$ cat config.mk
export PLATFORM = sky130hd
export DESIGN_NAME = quad_counter_timer
export DESIGN_NICKNAME = d
export VERILOG_FILES = /design/src/rtl/qct_pkg.sv /design/src/rtl/qct_channel.sv /design/src/rtl/qct_datapath.sv /design/src/rtl/qct_ctrl.sv /design/src/rtl/quad_counter_timer.sv
export SDC_FILE = /design/constraint.sdc
export NUM_CORES = 1
export LEC_CHECK = 0
export ABC_AREA = 1
export BUFFER_PORTS_ARGS = -buffer_cell sky130_fd_sc_hd__buf_2
export CAP_MARGIN = 25
export CELL_PAD_IN_SITES_DETAIL_PLACEMENT = 1
export CELL_PAD_IN_SITES_GLOBAL_PLACEMENT = 2
export CORE_ASPECT_RATIO = 1.4
export CORE_UTILIZATION = 31
export DETAILED_ROUTE_END_ITERATION = 8
export PLACE_DENSITY = 0.85
export SYNTH_ARGS = -nofsm -noshare
export SYNTH_HDL_FRONTEND = slang
export SYNTH_SLANG_ARGS = --single-unit
$ cat constraint.sdc
create_clock -name clk -period 1.7 [get_ports clk]
set_input_delay 0.085 -clock clk [delete_from_list [all_inputs] [get_ports clk]]
set_output_delay 0.085 -clock clk [all_outputs]
set_load 0.02 [all_outputs]
$ cat src/rtl/qct_pkg.sv
package qct_pkg;
  localparam int DATA_W = 8;
  localparam int NUM_CH = 4;
  localparam int CH_W = $clog2(NUM_CH);
  localparam int VBASE_W = DATA_W - CH_W - 1;

  // control word bit positions
  localparam int CW_FLAG = 0;
  localparam int CW_RST  = 1;
  localparam int CW_TCF  = 2;
  localparam int CW_TRIG = 3;
  localparam int CW_RISE = 4;
  localparam int CW_SLOW = 5;
  localparam int CW_CNT  = 6;
  localparam int CW_IRQ  = 7;

  typedef struct packed {
    logic irqEn;
    logic cntMode;
    logic slowPre;
    logic riseEdge;
    logic trigStart;
  } chanCfg_t;

  typedef struct packed {
    logic              halt;
    logic              loadTc;
    logic [DATA_W-1:0] tcVal;
  } chanCmd_t;

  typedef struct packed {
    chanCmd_t [NUM_CH-1:0] ch;
    logic                  rdGo;
    logic [CH_W-1:0]       rdSel;
  } dpStrobe_t;

  typedef enum logic [1:0] {CH_IDLE, CH_ARMED, CH_RUN} chanState_t;
endpackage

$ cat src/rtl/qct_channel.sv
module qct_channel
  import qct_pkg::*;
#(
  parameter int SYNC_STAGES = 2,
  parameter int FAST_LOG    = 4,
  parameter int SLOW_LOG    = 8
) (
  input  logic              clk,
  input  logic              rstN,
  input  chanCfg_t          cfg,
  input  chanCmd_t          cmd,
  input  logic              trigIn,
  output logic [DATA_W-1:0] count,
  output logic              zeroPulse
);
  localparam int PRE_W = SLOW_LOG;

  chanState_t        state;
  logic [DATA_W-1:0] tcReg;
  logic [PRE_W-1:0]  preCnt;
  logic [SYNC_STAGES-1:0] syncQ;
  logic              trigPrev;
  logic              trigLvl;
  logic              activeEdge;
  logic              preLast;
  logic              decrement;
  logic              hitZero;

  assign trigLvl    = syncQ[SYNC_STAGES-1];
  assign activeEdge = cfg.riseEdge ? (trigLvl & ~trigPrev) : (~trigLvl & trigPrev);
  assign preLast    = cfg.slowPre ? (preCnt == {PRE_W{1'b1}})
                                  : (preCnt[FAST_LOG-1:0] == {FAST_LOG{1'b1}});
  assign decrement  = (state == CH_RUN) && (cfg.cntMode ? activeEdge : preLast);
  assign hitZero    = decrement && (count == DATA_W'(1));

  always_ff @(posedge clk) begin
    if (!rstN) begin
      syncQ    <= '0;
      trigPrev <= 1'b0;
    end else begin
      syncQ    <= {syncQ[SYNC_STAGES-2:0], trigIn};
      trigPrev <= trigLvl;
    end
  end

  always_ff @(posedge clk) begin
    if (!rstN) begin
      state     <= CH_IDLE;
      count     <= '0;
      tcReg     <= '0;
      preCnt    <= '0;
      zeroPulse <= 1'b0;
    end else begin
      zeroPulse <= hitZero && !cmd.halt;
      if (cmd.halt) begin
        state  <= CH_IDLE;
        preCnt <= '0;
      end else if (cmd.loadTc && state == CH_IDLE) begin
        tcReg  <= cmd.tcVal;
        count  <= cmd.tcVal;
        preCnt <= '0;
        state  <= (cfg.cntMode || !cfg.trigStart) ? CH_RUN : CH_ARMED;
      end else begin
        if (cmd.loadTc) tcReg <= cmd.tcVal;
        case (state)
          CH_ARMED: begin
            if (activeEdge) begin
              state  <= CH_RUN;
              preCnt <= '0;
            end
          end
          CH_RUN: begin
            if (!cfg.cntMode) preCnt <= preLast ? '0 : preCnt + 1'b1;
            if (decrement) count <= hitZero ? tcReg : count - 1'b1;
          end
          default: ;
        endcase
      end
    end
  end


  zero_pulse_width_chk: assert property (@(posedge clk) disable iff (!rstN)
    zeroPulse |=> !zeroPulse);


  reload_value_chk: assert property (@(posedge clk) disable iff (!rstN)
    zeroPulse |-> count == $past(tcReg));


  idle_hold_chk: assert property (@(posedge clk) disable iff (!rstN)
    (state == CH_IDLE && !cmd.loadTc) |=> $stable(count));


  armed_hold_chk: assert property (@(posedge clk) disable iff (!rstN)
    (state == CH_ARMED && !cmd.halt) |=> $stable(count));
endmodule

$ cat src/rtl/qct_datapath.sv
module qct_datapath
  import qct_pkg::*;
#(
  parameter int NUM_ZC      = 3,
  parameter int SYNC_STAGES = 2,
  parameter int FAST_LOG    = 4,
  parameter int SLOW_LOG    = 8
) (
  input  logic                    clk,
  input  logic                    rstN,
  input  dpStrobe_t               strobe,
  input  chanCfg_t [NUM_CH-1:0]   cfgAll,
  input  logic [NUM_CH-1:0]       trigIn,
  output logic [DATA_W-1:0]       rdData,
  output logic [NUM_ZC-1:0]       zeroOut,
  output logic [NUM_CH-1:0]       zeroEv
);
  logic [DATA_W-1:0] counts [NUM_CH];

  for (genvar g = 0; g < NUM_CH; g++) begin : gChan
    qct_channel #(
      .SYNC_STAGES(SYNC_STAGES),
      .FAST_LOG   (FAST_LOG),
      .SLOW_LOG   (SLOW_LOG)
    ) uChan (
      .clk      (clk),
      .rstN     (rstN),
      .cfg      (cfgAll[g]),
      .cmd      (strobe.ch[g]),
      .trigIn   (trigIn[g]),
      .count    (counts[g]),
      .zeroPulse(zeroEv[g])
    );
  end

  for (genvar z = 0; z < NUM_ZC; z++) begin : gZeroOut
    assign zeroOut[z] = zeroEv[z];
  end

  always_comb begin
    rdData = '0;
    if (strobe.rdGo) rdData = counts[strobe.rdSel];
  end
endmodule

$ cat src/rtl/qct_ctrl.sv
module qct_ctrl
  import qct_pkg::*;
(
  input  logic                  clk,
  input  logic                  rstN,
  input  logic                  cs,
  input  logic [CH_W-1:0]       chanSel,
  input  logic                  rdEn,
  input  logic                  wrEn,
  input  logic [DATA_W-1:0]     wrData,
  input  logic                  intAck,
  input  logic [NUM_CH-1:0]     zeroEv,
  output dpStrobe_t             strobe,
  output chanCfg_t [NUM_CH-1:0] cfgAll,
  output logic                  irqReq,
  output logic [DATA_W-1:0]     vecOut
);
  logic                wrHit;
  logic [NUM_CH-1:0]   tcPend;
  logic [NUM_CH-1:0]   pending;
  logic [VBASE_W-1:0]  vecBase;
  logic [CH_W-1:0]     winner;

  assign wrHit = cs && wrEn;

  always_comb begin
    strobe       = '0;
    strobe.rdGo  = cs && rdEn;
    strobe.rdSel = chanSel;
    for (int i = 0; i < NUM_CH; i++) begin
      strobe.ch[i].tcVal = wrData;
      if (wrHit && chanSel == CH_W'(i)) begin
        if (tcPend[i]) strobe.ch[i].loadTc = 1'b1;
        else if (wrData[CW_FLAG]) strobe.ch[i].halt = wrData[CW_RST];
      end
    end
  end

  always_comb begin
    winner = '0;
    for (int i = NUM_CH - 1; i >= 0; i--) begin
      if (pending[i]) winner = CH_W'(i);
    end
  end

  assign irqReq = |pending;
  assign vecOut = {vecBase, winner, 1'b0};

  always_ff @(posedge clk) begin
    if (!rstN) begin
      cfgAll  <= '0;
      tcPend  <= '0;
      vecBase <= '0;
    end else if (wrHit) begin
      for (int i = 0; i < NUM_CH; i++) begin
        if (chanSel == CH_W'(i)) begin
          if (tcPend[i]) begin
            tcPend[i] <= 1'b0;
          end else if (wrData[CW_FLAG]) begin
            cfgAll[i].irqEn     <= wrData[CW_IRQ];
            cfgAll[i].cntMode   <= wrData[CW_CNT];
            cfgAll[i].slowPre   <= wrData[CW_SLOW];
            cfgAll[i].riseEdge  <= wrData[CW_RISE];
            cfgAll[i].trigStart <= wrData[CW_TRIG];
            tcPend[i]           <= wrData[CW_TCF];
          end else if (i == 0) begin
            vecBase <= wrData[DATA_W-1:CH_W+1];
          end
        end
      end
    end
  end

  always_ff @(posedge clk) begin
    if (!rstN) begin
      pending <= '0;
    end else begin
      for (int i = 0; i < NUM_CH; i++) begin
        pending[i] <= (zeroEv[i] && cfgAll[i].irqEn) ||
                      (pending[i] && !(intAck && irqReq && winner == CH_W'(i)));
      end
    end
  end

  for (genvar g = 0; g < NUM_CH; g++) begin : gPendChk

    pend_sticky_chk: assert property (@(posedge clk) disable iff (!rstN)
      (pending[g] && !(intAck && winner == CH_W'(g))) |=> pending[g]);
  end


  vec_priority_chk: assert property (@(posedge clk) disable iff (!rstN)
    irqReq |-> (pending[vecOut[CH_W:1]] &&
                ((pending & ((NUM_CH'(1) << vecOut[CH_W:1]) - NUM_CH'(1))) == '0)));


  tc_consume_chk: assert property (@(posedge clk) disable iff (!rstN)
    (wrHit && tcPend[chanSel]) |=> !tcPend[$past(chanSel)]);
endmodule

$ cat src/rtl/quad_counter_timer.sv
module quad_counter_timer
  import qct_pkg::*;
#(
  parameter int NUM_ZC      = 3,
  parameter int SYNC_STAGES = 2,
  parameter int FAST_LOG    = 4,
  parameter int SLOW_LOG    = 8
) (
  input  logic              clk,
  input  logic              rstN,
  input  logic              cs,
  input  logic [CH_W-1:0]   chanSel,
  input  logic              rdEn,
  input  logic              wrEn,
  input  logic [DATA_W-1:0] wrData,
  output logic [DATA_W-1:0] rdData,
  input  logic [NUM_CH-1:0] trigIn,
  output logic [NUM_ZC-1:0] zeroOut,
  output logic              irqReq,
  input  logic              intAck,
  output logic [DATA_W-1:0] vecOut
);
  dpStrobe_t             strobe;
  chanCfg_t [NUM_CH-1:0] cfgAll;
  logic [NUM_CH-1:0]     zeroEv;

  qct_ctrl uCtrl (
    .clk    (clk),
    .rstN   (rstN),
    .cs     (cs),
    .chanSel(chanSel),
    .rdEn   (rdEn),
    .wrEn   (wrEn),
    .wrData (wrData),
    .intAck (intAck),
    .zeroEv (zeroEv),
    .strobe (strobe),
    .cfgAll (cfgAll),
    .irqReq (irqReq),
    .vecOut (vecOut)
  );

  qct_datapath #(
    .NUM_ZC     (NUM_ZC),
    .SYNC_STAGES(SYNC_STAGES),
    .FAST_LOG   (FAST_LOG),
    .SLOW_LOG   (SLOW_LOG)
  ) uDp (
    .clk    (clk),
    .rstN   (rstN),
    .strobe (strobe),
    .cfgAll (cfgAll),
    .trigIn (trigIn),
    .rdData (rdData),
    .zeroOut(zeroOut),
    .zeroEv (zeroEv)
  );
endmodule

==> reports/metrics.yaml <==
die_h_um: 189
fin_crit_ns: 1.65
finalMaxSlewViolations: 0
synth-adder-area-share: 0.0194
combinationalPowerShare: 0.051
hp-start: "wrData[1]"
fin_util: 0.402
nets: 1296
cts.clk_slew.worst_paths_ns: 0.06
area_growth_pct: 27.6
intPower_w: 0.00586
holdWs_ns: 0.0560
diodes: 0
grt_pass1_wl_um: 40800
crit_type: "flip-flop to primary output"
final_cell_mix: "nand2_1 (209), dfxtp_1 (142), inv_1 (139), a21oi_1 (114), nor2_1 (110)"
ys_seq_area_frac: 0.396
synthesis.nets: 1166
clock.fmax_mhz: 604
slew_headroom: 0.653
clk_latency_ns: 0.44
cts_buffers: 17
path_max_fanout: 2
drc: 0
syn_avg_cell_area_um2: 6.83
drt_iter0_markers: 254
clockBufferDepth: 2
reg2reg_from: "uDp.gChan[3].uChan.preCnt[0]$_SDFFE_PP0P_"
first_pass_iters: 5
clock_sink_count: 153
dieArea_um2: 25600
hp-class: "primary input to flip-flop"
rr_endpoint: "uDp.gChan[3].uChan.count[1]$_SDFFE_PN0P_"
final_common_cell: "nand2_1"
wl_um: 26100
cap_violations: 0
tightest_slew_ns: 0.521
synth_compound_area_frac: 0.162
htreeDepth: 4
endpoint: "rdData[5]"
p_sw_frac: 0.244
cts-root-buf: "clkbuf_16"
fp.dieW_um: 136
post-route-period-util: 0.973
outcome: "finished, final reports clean"
p_total_w: 0.00775
async_flop_share: 0
drt-wirelength-per-cell_um: 16.4
synth_mux_area_frac: 0
grt_max_degree: 31
synth_top_area_cell: "dfxtp_1"
fillCellCount: 3088
io-pin-count: 40
synth_area_um2: 7740
power.leakage_nw: 4.32
synth.top_cell.area_share: 0.396
pwr_density_cell_nw_per_um2: 785
dr_total_vias: 7980
grt_usage: 0.208
hpwl_um: 19100
grt_pass1_vias: 8122
critPathLaunch: "uDp.gChan[3].uChan.count[5]$_SDFFE_PN0P_"
clock_power_share: 0.481
antenna_found_initial: 0
overflow: 0
via_per_inst: 5.01
routabilityCongestion: 0.824
drive_gt1_frac: 0.212
rsz0062_at_grt: "yes"
num_rows: 68
cp-end-kind: "primary output"
synthSimpleGateAreaFrac: 0.300
multi_input_area_um2: 4200
arrival_ns: 1.57
reg2reg_setup_slack_ns: 0.09
cts_tree: "yes"
synth_xor_area_frac: 0.0283
portBuffers: 38
syn_inst: 1134
crit_required_ns: 1.62
synth_edf_count: 0
reg2reg_depth: 9
regArea_um2: 3080
synthTopCellsByArea: "dfxtp_1 (40%), nand2_1 (11%), a21oi_1 (7.7%)"
initial_core_util: 0.315
setup_violations: 0
sequentialPowerShare: 0.468
coreArea_um2: 24600
synth_top_family_by_area: "simple AND/OR/NAND/NOR gates"
finalHoldViolations: 0
synth_cell_types: 44
ys_ff_latch: 153
synth_warnings: 0
synth_ff_type: "dfxtp_1"
ant_nets: 0
vdd_drop_max_uv: 712
fin_skew_ns: 0.00611
crit_path_start_kind: "flip-flop"
power_switching_w: 0.00189
what timing repair did:
action	in CTS	in global routing
cloned	0	3
hold buffers	5	0
buffers inserted	1	7
hold endpoints to repair	5	0
pin swaps	4	8
endpoints found under the setup margin	18	45
resized for setup	25	75
through the flow:
step	worst slack, ns	cell area [µm²]	TNS [ns]	instances
2_1_floorplan	0.00437	7740	0	1134
3_5_place_dp	-0.0286	8880	-0.0411	1545
6_report	0.0456	9880	0	1592
5_1_grt	-0.0336	9880	-0.190	1592
4_1_cts	-0.00111	9610	-0.00111	1582
3_3_place_gp	-0.00390	8880	-0.00390	1545
worst min-delay path by stage:
| stage | endpoint | slack (ns) | cells after the start |
|---|---|---|---|
| after global placement | uDp.gChan[2].uChan.syncQ[0]$_SDFF_PN0_ | 0.27 | 3 |
| after global routing | uDp.gChan[0].uChan.tcReg[1]$_SDFFE_PN0P_ | 0.09 | 3 |
| after detailed placement | uDp.gChan[0].uChan.syncQ[0]$_SDFF_PN0_ | 0.28 | 3 |
| after CTS | uDp.gChan[0].uChan.tcReg[1]$_SDFFE_PN0P_ | 0.06 | 3 |
| final | uDp.gChan[0].uChan.tcReg[1]$_SDFFE_PN0P_ | 0.06 | 3 |
| after floorplan | uDp.gChan[0].uChan.syncQ[0]$_SDFF_PN0_ | 0.18 | 2 |
registers in the layout, indices dropped and copies added (netlist names):
register,count
uCtrl.tcPend,4
uDp.gChan.uChan.trigPrev,4
uDp.gChan.uChan.preCnt,32
uCtrl.vecBase,5
uDp.gChan.uChan.count,32
uDp.gChan.uChan.tcReg,32
uDp.gChan.uChan.zeroPulse,4
uDp.gChan.uChan.state,8
uCtrl.pending,4
uCtrl.cfgAll,20
uDp.gChan.uChan.syncQ,8
cells by family (layout without fill, tap and decap cells):
family / after synthesis / after routing
fa+ha+maj: 12 / 12
compound gates: 234 / 234
other cells: 1 / 1
flops: 153 / 153
buf+inv: 188 / 330
simple gates: 521 / 522
xor+xnor: 25 / 25
power by group through the flow:
stage	logic [W]	registers, W	clock network [W]
floorplan	0.000187	0.00371	0
global placement	0.000370	0.00371	0
detailed placement	0.000374	0.00371	0
CTS	0.000391	0.00363	0.00383
global route	0.000427	0.00363	0.00396
finish	0.000395	0.00363	0.00373
synth_stat cells, types with 2 or more instances:
master	instances
nand2_1	223
dfxtp_1	153
inv_1	146
nor2_1	122
a21oi_1	119
nand3_1	85
o21ai_0	83
nand4_1	41
clkbuf_1	23
nor3_1	21
xor2_1	19
ha_1	12
a221oi_1	8
o22ai_1	8
xnor2_1	6
buf_1	5
nand2_2	5
nor3b_1	5
a21oi_2	4
buf_2	4
buf_4	4
inv_2	4
nor2_4	3
nor3_2	3
o21bai_1	3
nand2_4	2
nor2_2	2
nor4_1	2
o21ai_1	2
o31ai_1	2
or2_2	2
final cells by class:
class,instances,share of cell area
multi-input combinational,794,0.426
sequential,153,0.312
timing repair buffer,147,0.108
inverter,151,0.0574
clock buffer,22,0.0480
tap,315,0.0399
clock inverter,10,0.00950
critical path, stage by stage, from the launching register on:
cell,delay (ns)
dfxtp_2,0.32
inv_2,0.04
buf_6,0.12
o22ai_2,0.16
a221oi_1,0.07
nor2_1,0.23
buf_4,0.19
routing by layer:
| metal | GRT usage | vias to the layer above | wire length [µm] |
|---|---|---|---|
| met2 | 0.384 | 106 | 13800 |
| li1 | - | 3993 | - |
| met1 | 0.213 | 3816 | 10200 |
| met5 | 0 | - | 0 |
| met3 | 0.0391 | 65 | 733 |
| met4 | 0.125 | 0 | 1350 |
Power figures use the tool's default switching activity.
